### src/rtl/kcfg_pkg.sv
package kcfg_pkg;

    localparam logic [7:0] KEY_FIRST   = 8'h51;
    localparam logic [7:0] KEY_SECOND  = 8'h23;
    localparam logic [7:0] KEY_EXIT    = 8'hBB;

    localparam logic [7:0] IDX_SRST    = 8'h02;
    localparam logic [7:0] IDX_LDN     = 8'h07;
    localparam logic [7:0] IDX_PD_DIR  = 8'h22;
    localparam logic [7:0] IDX_PD_AUTO = 8'h23;
    localparam logic [7:0] IDX_BANK_LO = 8'h30;

    localparam logic [7:0] OFS_ACT     = 8'h30;
    localparam logic [7:0] OFS_BASE_HI = 8'h60;
    localparam logic [7:0] OFS_BASE_LO = 8'h61;
    localparam logic [7:0] OFS_IRQ     = 8'h70;
    localparam logic [7:0] OFS_IRQ2    = 8'h72;
    localparam logic [7:0] OFS_DMA     = 8'h74;
    localparam logic [7:0] OFS_MODE    = 8'hF0;

    localparam logic [7:0] RD_NONE     = 8'hFF;

    typedef enum logic [1:0] {
        KS_LOCKED = 2'd0,
        KS_KEY1   = 2'd1,
        KS_OPEN   = 2'd2
    } key_state_e;

    // Device number carried by each output slot
    function automatic logic [7:0] slot_ldn(input int slot);
        case (slot)
            0:       slot_ldn = 8'd0;
            1:       slot_ldn = 8'd3;
            2:       slot_ldn = 8'd4;
            3:       slot_ldn = 8'd5;
            4:       slot_ldn = 8'd6;
            5:       slot_ldn = 8'd7;
            6:       slot_ldn = 8'd8;
            default: slot_ldn = 8'(slot + 2);
        endcase
    endfunction

endpackage

### src/rtl/kcfg_unlock.sv
module kcfg_unlock
    import kcfg_pkg::*;
(
    input  logic       clk,
    input  logic       rst_n,
    input  logic       idx_wr,
    input  logic       dat_wr,
    input  logic [7:0] wdata,
    output logic       open,
    output logic       idx_load
);

    typedef struct packed {
        key_state_e ks;
    } unlock_t;

    unlock_t st_d, st_q;

    always_comb begin
        st_d     = st_q;
        idx_load = 1'b0;
        case (st_q.ks)
            KS_LOCKED: begin
                if (idx_wr && wdata == KEY_FIRST) st_d.ks = KS_KEY1;
            end
            KS_KEY1: begin
                if (dat_wr) begin
                    st_d.ks = KS_LOCKED;
                end else if (idx_wr) begin
                    if (wdata == KEY_SECOND)      st_d.ks = KS_OPEN;
                    else if (wdata == KEY_FIRST)  st_d.ks = KS_KEY1;
                    else                          st_d.ks = KS_LOCKED;
                end
            end
            KS_OPEN: begin
                if (idx_wr) begin
                    if (wdata == KEY_EXIT) st_d.ks = KS_LOCKED;
                    else                   idx_load = 1'b1;
                end
            end
            default: st_d.ks = KS_LOCKED;
        endcase
    end

    always_ff @(posedge clk or negedge rst_n) begin
        if (!rst_n) st_q <= '{ks: KS_LOCKED};
        else        st_q <= st_d;
    end

    assign open = (st_q.ks == KS_OPEN);

endmodule

### src/rtl/kcfg_bank.sv
module kcfg_bank
    import kcfg_pkg::*;
#(
    parameter int MODE_REGS = 4
) (
    input  logic                   clk,
    input  logic                   rst_n,
    input  logic                   clr,
    input  logic                   wr,
    input  logic [7:0]             ofs,
    input  logic [7:0]             wdata,
    output logic                   rd_hit,
    output logic [7:0]             rd_val,
    output logic                   active,
    output logic [15:0]            base,
    output logic [7:0]             irq,
    output logic [7:0]             irq2,
    output logic [7:0]             dma,
    output logic [MODE_REGS*8-1:0] mode
);

    typedef struct packed {
        logic                        act;
        logic [15:0]                 base;
        logic [7:0]                  irq;
        logic [7:0]                  irq2;
        logic [7:0]                  dma;
        logic [MODE_REGS-1:0][7:0]   mode;
    } bank_t;

    bank_t st_d, st_q;

    always_comb begin
        st_d = st_q;
        if (clr) begin
            st_d = '0;
        end else if (wr) begin
            case (ofs)
                OFS_ACT:     st_d.act        = wdata[0];
                OFS_BASE_HI: st_d.base[15:8] = wdata;
                OFS_BASE_LO: st_d.base[7:0]  = wdata;
                OFS_IRQ:     st_d.irq        = wdata;
                OFS_IRQ2:    st_d.irq2       = wdata;
                OFS_DMA:     st_d.dma        = wdata;
                default: begin
                    for (int m = 0; m < MODE_REGS; m++) begin
                        if (ofs == OFS_MODE + 8'(m)) st_d.mode[m] = wdata;
                    end
                end
            endcase
        end
    end

    always_comb begin
        rd_hit = 1'b1;
        rd_val = RD_NONE;
        case (ofs)
            OFS_ACT:     rd_val = {7'd0, st_q.act};
            OFS_BASE_HI: rd_val = st_q.base[15:8];
            OFS_BASE_LO: rd_val = st_q.base[7:0];
            OFS_IRQ:     rd_val = st_q.irq;
            OFS_IRQ2:    rd_val = st_q.irq2;
            OFS_DMA:     rd_val = st_q.dma;
            default: begin
                rd_hit = 1'b0;
                for (int m = 0; m < MODE_REGS; m++) begin
                    if (ofs == OFS_MODE + 8'(m)) begin
                        rd_hit = 1'b1;
                        rd_val = st_q.mode[m];
                    end
                end
            end
        endcase
    end

    always_ff @(posedge clk or negedge rst_n) begin
        if (!rst_n) st_q <= '0;
        else        st_q <= st_d;
    end

    assign active = st_q.act;
    assign base   = st_q.base;
    assign irq    = st_q.irq;
    assign irq2   = st_q.irq2;
    assign dma    = st_q.dma;
    assign mode   = st_q.mode;

endmodule

### src/rtl/kcfg_port.sv
module kcfg_port
    import kcfg_pkg::*;
#(
    parameter int NUM_DEV   = 7,
    parameter int MODE_REGS = 4
) (
    input  logic                           clk,
    input  logic                           rst_n,
    input  logic                           wr_en,
    input  logic                           addr,
    input  logic [7:0]                     wdata,
    output logic [7:0]                     rdata,
    output logic                           cfg_open,
    output logic [NUM_DEV-1:0]             dev_active,
    output logic [NUM_DEV*16-1:0]          dev_base,
    output logic [NUM_DEV*8-1:0]           dev_irq,
    output logic [NUM_DEV*8-1:0]           dev_irq2,
    output logic [NUM_DEV*8-1:0]           dev_dma,
    output logic [NUM_DEV*MODE_REGS*8-1:0] dev_mode,
    output logic [7:0]                     pd_direct,
    output logic [7:0]                     pd_auto
);

    localparam int MODE_W = MODE_REGS * 8;

    typedef struct packed {
        logic [7:0] index;
        logic [7:0] ldn;
        logic [7:0] pd_dir;
        logic [7:0] pd_auto;
    } glob_t;

    glob_t st_d, st_q;

    logic idx_wr, dat_wr, reg_wr, idx_load, open;
    logic bank_clr, bank_range;
    logic [7:0] cur_index;
    logic [NUM_DEV-1:0] sel, hit;
    logic [7:0] rd_val [NUM_DEV];

    assign idx_wr = wr_en & ~addr;
    assign dat_wr = wr_en & addr;

    kcfg_unlock u_unlock (
        .clk      (clk),
        .rst_n    (rst_n),
        .idx_wr   (idx_wr),
        .dat_wr   (dat_wr),
        .wdata    (wdata),
        .open     (open),
        .idx_load (idx_load)
    );

    assign cur_index  = st_q.index;
    assign reg_wr     = dat_wr & open;
    assign bank_range = (cur_index >= IDX_BANK_LO);
    assign bank_clr   = reg_wr & (cur_index == IDX_SRST) & wdata[0];

    genvar g;
    generate
        for (g = 0; g < NUM_DEV; g++) begin : g_bank
            assign sel[g] = (st_q.ldn == slot_ldn(g));

            kcfg_bank #(.MODE_REGS(MODE_REGS)) u_bank (
                .clk    (clk),
                .rst_n  (rst_n),
                .clr    (bank_clr),
                .wr     (reg_wr & bank_range & sel[g]),
                .ofs    (cur_index),
                .wdata  (wdata),
                .rd_hit (hit[g]),
                .rd_val (rd_val[g]),
                .active (dev_active[g]),
                .base   (dev_base[g*16 +: 16]),
                .irq    (dev_irq[g*8 +: 8]),
                .irq2   (dev_irq2[g*8 +: 8]),
                .dma    (dev_dma[g*8 +: 8]),
                .mode   (dev_mode[g*MODE_W +: MODE_W])
            );
        end
    endgenerate

    always_comb begin
        st_d = st_q;
        if (idx_load) st_d.index = wdata;
        if (reg_wr) begin
            case (cur_index)
                IDX_LDN:     st_d.ldn     = wdata;
                IDX_PD_DIR:  st_d.pd_dir  = wdata;
                IDX_PD_AUTO: st_d.pd_auto = wdata;
                default: ;
            endcase
        end
    end

    always_comb begin
        rdata = RD_NONE;
        if (open) begin
            case (cur_index)
                IDX_SRST:    rdata = 8'h00;
                IDX_LDN:     rdata = st_q.ldn;
                IDX_PD_DIR:  rdata = st_q.pd_dir;
                IDX_PD_AUTO: rdata = st_q.pd_auto;
                default: begin
                    if (bank_range) begin
                        for (int s = 0; s < NUM_DEV; s++) begin
                            if (sel[s] && hit[s]) rdata = rd_val[s];
                        end
                    end
                end
            endcase
        end
    end

    always_ff @(posedge clk or negedge rst_n) begin
        if (!rst_n) st_q <= '0;
        else        st_q <= st_d;
    end

    assign cfg_open  = open;
    assign pd_direct = st_q.pd_dir;
    assign pd_auto   = st_q.pd_auto;

endmodule

### config.mk
export PLATFORM = sky130hd
export DESIGN_NAME = kcfg_port
export DESIGN_NICKNAME = d
export VERILOG_FILES = /design/src/rtl/kcfg_pkg.sv /design/src/rtl/kcfg_unlock.sv /design/src/rtl/kcfg_bank.sv /design/src/rtl/kcfg_port.sv
export SDC_FILE = /design/constraint.sdc
export NUM_CORES = 1
export LEC_CHECK = 0
export CAP_MARGIN = 20
export CORE_MARGIN = 5
export CORE_UTILIZATION = 40
export CTS_CLUSTER_SIZE = 20
export DETAILED_ROUTE_END_ITERATION = 8
export DONT_BUFFER_PORTS = 1
export GPL_TIMING_DRIVEN = 0
export PLACE_DENSITY = 0.59
export SYNTH_ARGS = -nofsm -noshare
export SYNTH_HDL_FRONTEND = slang
export SYNTH_HIERARCHICAL = 1
export SYNTH_SLANG_ARGS = --single-unit
### constraint.sdc
create_clock -name clk -period 7.37 [get_ports clk]
set_input_delay 2.211 -clock clk [delete_from_list [all_inputs] [get_ports clk]]
set_output_delay 2.211 -clock clk [all_outputs]
set_load 0.01 [all_outputs]
==> flow_summary.json, run 1 <==
{
  "outcome": "complete, but fails checks",
  "violations": "slew limit",
  "synthAdderAreaFrac_pct": 0,
  "tritoncts": "yes",
  "clk_pin_slew_ps": 60,
  "final_cell_mix": "mux2i_1, dfrtp_1, nor2_1",
  "ctsHoldBuffers": 0,
  "cts.sinks": 545,
  "fin_crit_sh_pct": 96.8,
  "postCtsSetupRepairBufs": 0,
  "dr_wl_met3_um": 12200,
  "cp-startpoint": "cur_index[0]",
  "hpwl_um": 82000,
  "drt_iter0_markers": 2421,
  "htreeDepth": 3,
  "synth_area_um2": 28800,
  "die_x_um": 278,
  "root_buffer": "clkbuf_16",
  "path_cells": "clkbuf_1 > buf_2 > buf_2 > mux2i_1 > nor3_1 > a211oi_1 > o21ai_0 > o221ai_1 > a31oi_1 > a221o_1",
  "finalSetupViolCount": 0,
  "hold_viol": 0,
  "top_layer": "met5",
  "drv_cap": 0,
  "seq_area_um2": 13600,
  "max_freq_mhz": 140,
  "path_class": "reg -> out",
  "start_util_pct": 40.3,
  "reg2reg_depth": 11,
  "drive_gt1_share_pct": 9.98,
  "crit_family": "compound AO/OA/AOI/OAI gates",
  "fin_setup_tns_ps": 0,
  "synth_compound_area_share_pct": 7.64,
  "post-route-util_pct": 45.1,
  "insertion_delay_ps": 590,
  "fillers": 6649,
  "crit_path_end": "rdata[0]",
  "firstDrtPassIters": 5,
  "cp_slowest_cell": "dfrtp_1",
  "grt_pass1_wl_um": 167000,
  "synth_mux_area_share_pct": 24.6,
  "timing.rr.start": "cur_index[5]",
  "wl_per_cell_um": 29.7,
  "hold_path.class": "reg -> reg",
  "crit_required_ps": 5160,
  "dieArea_um2": 77500,
  "wl_um": 114000,
  "synth_xor_area_share_pct": 0.0304,
  "cp_common_cell": "buf_2",
  "portBuffers": 0,
  "dr_total_vias": 23568,
  "wl_met2_um": 52800,
  "drc": 0,
  "fin_crit_ps": 7130,
  "layout_commonest_cell": "mux2i_1",
  "cp.depth": 10,
  "grt_use_total_pct": 28.2,
  "synthSimpleGateAreaFrac_pct": 16.5,
  "r2r_slack_ps": 3170,
  "cts_made_buffers": 66,
  "rsz0062_at_grt": "false",
  "r2r_end": "g_bank[4].u_bank/base[15]",
  "syn_nets": 2775,
  "cts_buffer_depth": 3,
  "synthToLayoutAreaGrowth_pct": 12.0,
  "die_h_um": 278,
  "arrival_ps": 4920,
  "pin_count": 548,
  "gp_congestion": 0.975,
  "final_nets": 2850,
  "wirelength_met1_um": 43900,
  "cts_resized": 0,
  "synthFlopType": "dfrtp_1",
  "critPathCaptureType": "output pin",
  "fin_skew_ps": 21.9,
  "yosys_register_bits": 545,
  "path_buf_inv": 3,
  "slew_violations": 437,
  "multi_input_area_um2": 14100,
  "crit_fanout": 13,
  "irDropWorstVdd_uv": 157,
  "start_kind": "register",
  "overflow": 0,
  "yosysWarnings": 6,
  "synth_edf_count": 0,
  "core_um2": 71500,
  "p_per_area_nw_per_um2": 263,
  "num_rows": 98,
  "antenna_found_initial": 5,
  "slew-limit-headroom_pct": -157,
  "tightest_slew_ps": 3850,
  "slowest_delay_ps": 1060,
  "grt_max_degree": 546,
  "synthDistinctLibCells": 62,
  "ant_nets": 0,
  "grt_pass1_vias": 23327,
  "avgSynthCellArea_um2": 10.4,
  "synthArstFlopShare_pct": 100,
  "via_per_inst": 6.14,
  "seq_area_frac_synth_pct": 47.3,
  "leakage_nw": 17.0,
  "hold_depth": 1,
  "postSynthCellCount": 2763,
  "synth_top_family_by_area": "multiplexers"
}
[power breakdown]
part	internal [mW]	switching, mW
clock	1.94	1.32
combinational	0.683	1.29
sequential	3.02	0.213
total	5.64	2.83
[synthesized netlist by cell type, types with 10 or more instances]
library cell	n	area, µm²
inv_1	16	60.1
buf_4	16	120
mux2i_1	546	5470
a21oi_1	81	405
buf_1	16	60.1
o221ai_1	43	377
or4_1	14	105
mux2_2	32	360
o22ai_1	21	131
mux4_2	56	1260
clkbuf_1	170	638
dfrtp_1	545	13600
a22oi_1	15	113
and3_1	11	68.8
nor3_1	19	95.1
o2bb2ai_1	29	254
buf_2	33	165
o211ai_1	23	173
nand2b_1	10	62.6
and2_1	10	62.6
a22o_1	28	245
nand4_1	15	93.8
nand3_1	47	235
nor4_1	23	144
nand2_1	214	803
o21ai_0	31	155
nor2_1	530	1990
nor4b_1	23	201
[per-stage QoR]
step / worst slack [ps] / cell area [µm²] / total power [mW] / hold WS, ps / std cells
floorplan: 2160 / 28800 / 4.53 / 503 / 2763
global placement: 149 / 30000 / 5.14 / 525 / 3713
detailed placement: 916 / 30100 / 5.21 / 526 / 3718
CTS: 265 / 32300 / 8.49 / 541 / 3834
global route: 40.3 / 32300 / 8.79 / 560 / 3836
finish: 239 / 32300 / 8.47 / 536 / 3839
[state kept, by name, summed over array words and instances (netlist names)]
signal / count
g_bank.u_bank/irq: 56
g_bank.u_bank/active: 7
g_bank.u_bank/irq2: 56
st_q: 8
g_bank.u_bank/mode: 224
u_unlock/st_q: 2
pd_auto: 8
cur_index: 8
g_bank.u_bank/base: 112
pd_direct: 8
g_bank.u_bank/dma: 56
[cells by family (layout without fill, tap and decap cells)]
group	after synthesis	count (layout)
other	0	3
multiplexers	634	634
buffers and inverters	258	381
XOR/XNOR	1	1
flip-flops	545	545
AO/OA/AOI/OAI	315	315
AND/OR/NAND/NOR	1010	1010
[metal layers]
layer,vias to the layer above,global-route usage (%)
li1,10041,-
met1,11986,35.4
met2,1275,45.0
met3,264,9.87
met4,2,11.0
met5,-,0
[worst min-delay path by stage]
stage	endpoint	startpoint	slack, ps
final	pd_auto[0]	pd_auto[0]	540
after global routing	pd_direct[3]	pd_direct[3]	560
after CTS	pd_auto[0]	pd_auto[0]	540
after detailed placement	pd_auto[0]	pd_auto[0]	530
after global placement	pd_direct[7]	pd_direct[7]	530
after floorplan	pd_direct[0]	pd_direct[0]	500
[final cells by class]
cell class	instances	share of cell area (%)
timing repair buffer	7	0.337
multi-input combinational	1960	43.6
clock inverter	21	0.721
antenna	3	0.0233
inverter	16	0.186
sequential	545	42.3
clock buffer	95	5.89
tap	950	3.68
buffer	242	3.29
Note: power is estimated with default switching activity, not from simulation.
==> inputs of run 2 (changes only) <==
Settings changed: CTS_BUF_LIST from default to sky130_fd_sc_hd__clkbuf_16.
==> run 2 against run 1 <==
  * The run still ends with slew limit left
  * First-iteration DRC count up 0.74%
  * Hold slack worse by 0.55 ps
  * Clock-buffer cell count down 28
  * Power down 1.9%
  * Fmax down 0.10%
  * Non-clock buffer count unchanged
  * Wire length about the same
  * Critical path type unchanged
==> flow_summary.json, run 2 (same netlist as run 1, synthesis figures left out) <==
{
  "outcome": "complete, but fails checks",
  "violations": "slew limit",
  "wl_per_cell_um": 29.7,
  "fin_crit_sh_pct": 96.9,
  "firstDrtPassIters": 6,
  "grt_pass1_wl_um": 167000,
  "num_rows": 98,
  "start_kind": "register",
  "root_buffer": "clkbuf_16",
  "final_cell_mix": "mux2i_1, dfrtp_1, nor2_1",
  "rsz0062_at_grt": "false",
  "grt_pass1_vias": 23314,
  "wl_um": 114000,
  "ant_nets": 0,
  "fin_skew_ps": 19.5,
  "tightest_slew_ps": 2540,
  "die_x_um": 278,
  "crit_required_ps": 5160,
  "largest_reg_flops": 224,
  "dieArea_um2": 77500,
  "grt_max_degree": 546,
  "arrival_ps": 4930,
  "fillers": 6672,
  "reg2reg_depth": 11,
  "via_per_inst": 6.14,
  "cts_buffer_depth": 3,
  "pin_count": 548,
  "hold_path.class": "reg -> reg",
  "post-route-util_pct": 45.0,
  "drv_cap": 0,
  "core_um2": 71500,
  "path_class": "reg -> out",
  "synthToLayoutAreaGrowth_pct": 11.5,
  "drive_gt1_share_pct": 9.56,
  "overflow": 0,
  "hold-worst-slack_ps": 536,
  "cts_resized": 0,
  "drc": 0,
  "hold_depth": 1,
  "tritoncts": "yes",
  "portBuffers": 0,
  "start_util_pct": 40.3,
  "fin_crit_ps": 7140,
  "insertion_delay_ps": 590,
  "layout_commonest_cell": "mux2i_1",
  "postCtsSetupRepairBufs": 0,
  "clk_pin_slew_ps": 60,
  "final_nets": 2850,
  "irDropWorstVdd_uv": 158,
  "max_freq_mhz": 140,
  "fin_setup_tns_ps": 0,
  "die_h_um": 278,
  "hpwl_um": 82000,
  "drt_iter0_markers": 2439,
  "htreeDepth": 3,
  "leakage_nw": 17.0,
  "gp_congestion": 0.975,
  "slew_violations": 298,
  "critPathCaptureType": "output pin",
  "cts_made_buffers": 66,
  "crit_fanout": 13,
  "dr_total_vias": 23569,
  "ctsHoldBuffers": 0,
  "finalSetupViolCount": 0,
  "cts.sinks": 545,
  "slew-limit-headroom_pct": -69.3,
  "p_per_area_nw_per_um2": 258,
  "hold_viol": 0,
  "grt_use_total_pct": 28.2,
  "antenna_found_initial": 3
}
## run 2: changes by cell type in the layout (fill, tap and decap cells not counted), sizes merged
cell / change
clkbuf: -28
inv: +16
clkinv: +12
## run 2: final timing paths
path,slack (ps),start,endpoint
max,230,cur_index[0],rdata[0]
min,540,pd_auto[0],pd_auto[0]
max reg2reg,3130,cur_index[5],g_bank[4].u_bank/base[12]
min reg2reg,540,pd_auto[0],pd_auto[0]
max in group asynchronous,4030,rst_n,g_bank[3].u_bank/mode[29]
min in group asynchronous,1330,rst_n,g_bank[4].u_bank/irq[5]
## run 2: per-layer routing
layer / track usage (%) / vias to the layer above / wire length (µm)
met5: 0 / - / 13
met3: 9.97 / 265 / 12200
li1: - / 10028 / -
met1: 35.3 / 11979 / 43700
met4: 10.8 / 2 / 4820
met2: 45.2 / 1295 / 53200
## run 2: area by class of cell
cell class,instances,area (µm²),share of cell area [%]
sequential,545,13600,42.4
antenna,3,7.51,0.0234
clock buffer,67,1680,5.22
timing repair buffer,7,109,0.339
multi-input combinational,1960,14100,43.7
clock inverter,49,338,1.05
inverter,16,60.1,0.187
buffer,242,1060,3.30
tap,950,1190,3.70
## run 2: worst max-delay path, stage by stage, from the launching register on
cell and delay [ps]:
dfrtp_1 1040, clkbuf_1 330, buf_2 380, buf_2 370, mux2i_1 350, nor3_1 80, a211oi_1 380, o21ai_0 270
o21ai_0 360, o2bb2ai_1 150, o211ai_1 140, a221o_1 480
## run 2: stage by stage
stage          worst slack (ps)  area, µm²  cells  total power, mW
6_report                    232      32100   3839             8.31
5_1_grt                    43.6      32100   3836             8.63
4_1_cts                     264      32100   3834             8.34
3_5_place_dp                916      30100   3718             5.21
3_3_place_gp                149      30000   3713             5.14
2_1_floorplan              2160      28800   2763             4.53
## run 2: report_power, final
part	internal [mW]	switching, mW
combinational	0.683	1.29
sequential	3.02	0.211
clock	1.79	1.31
total	5.49	2.81
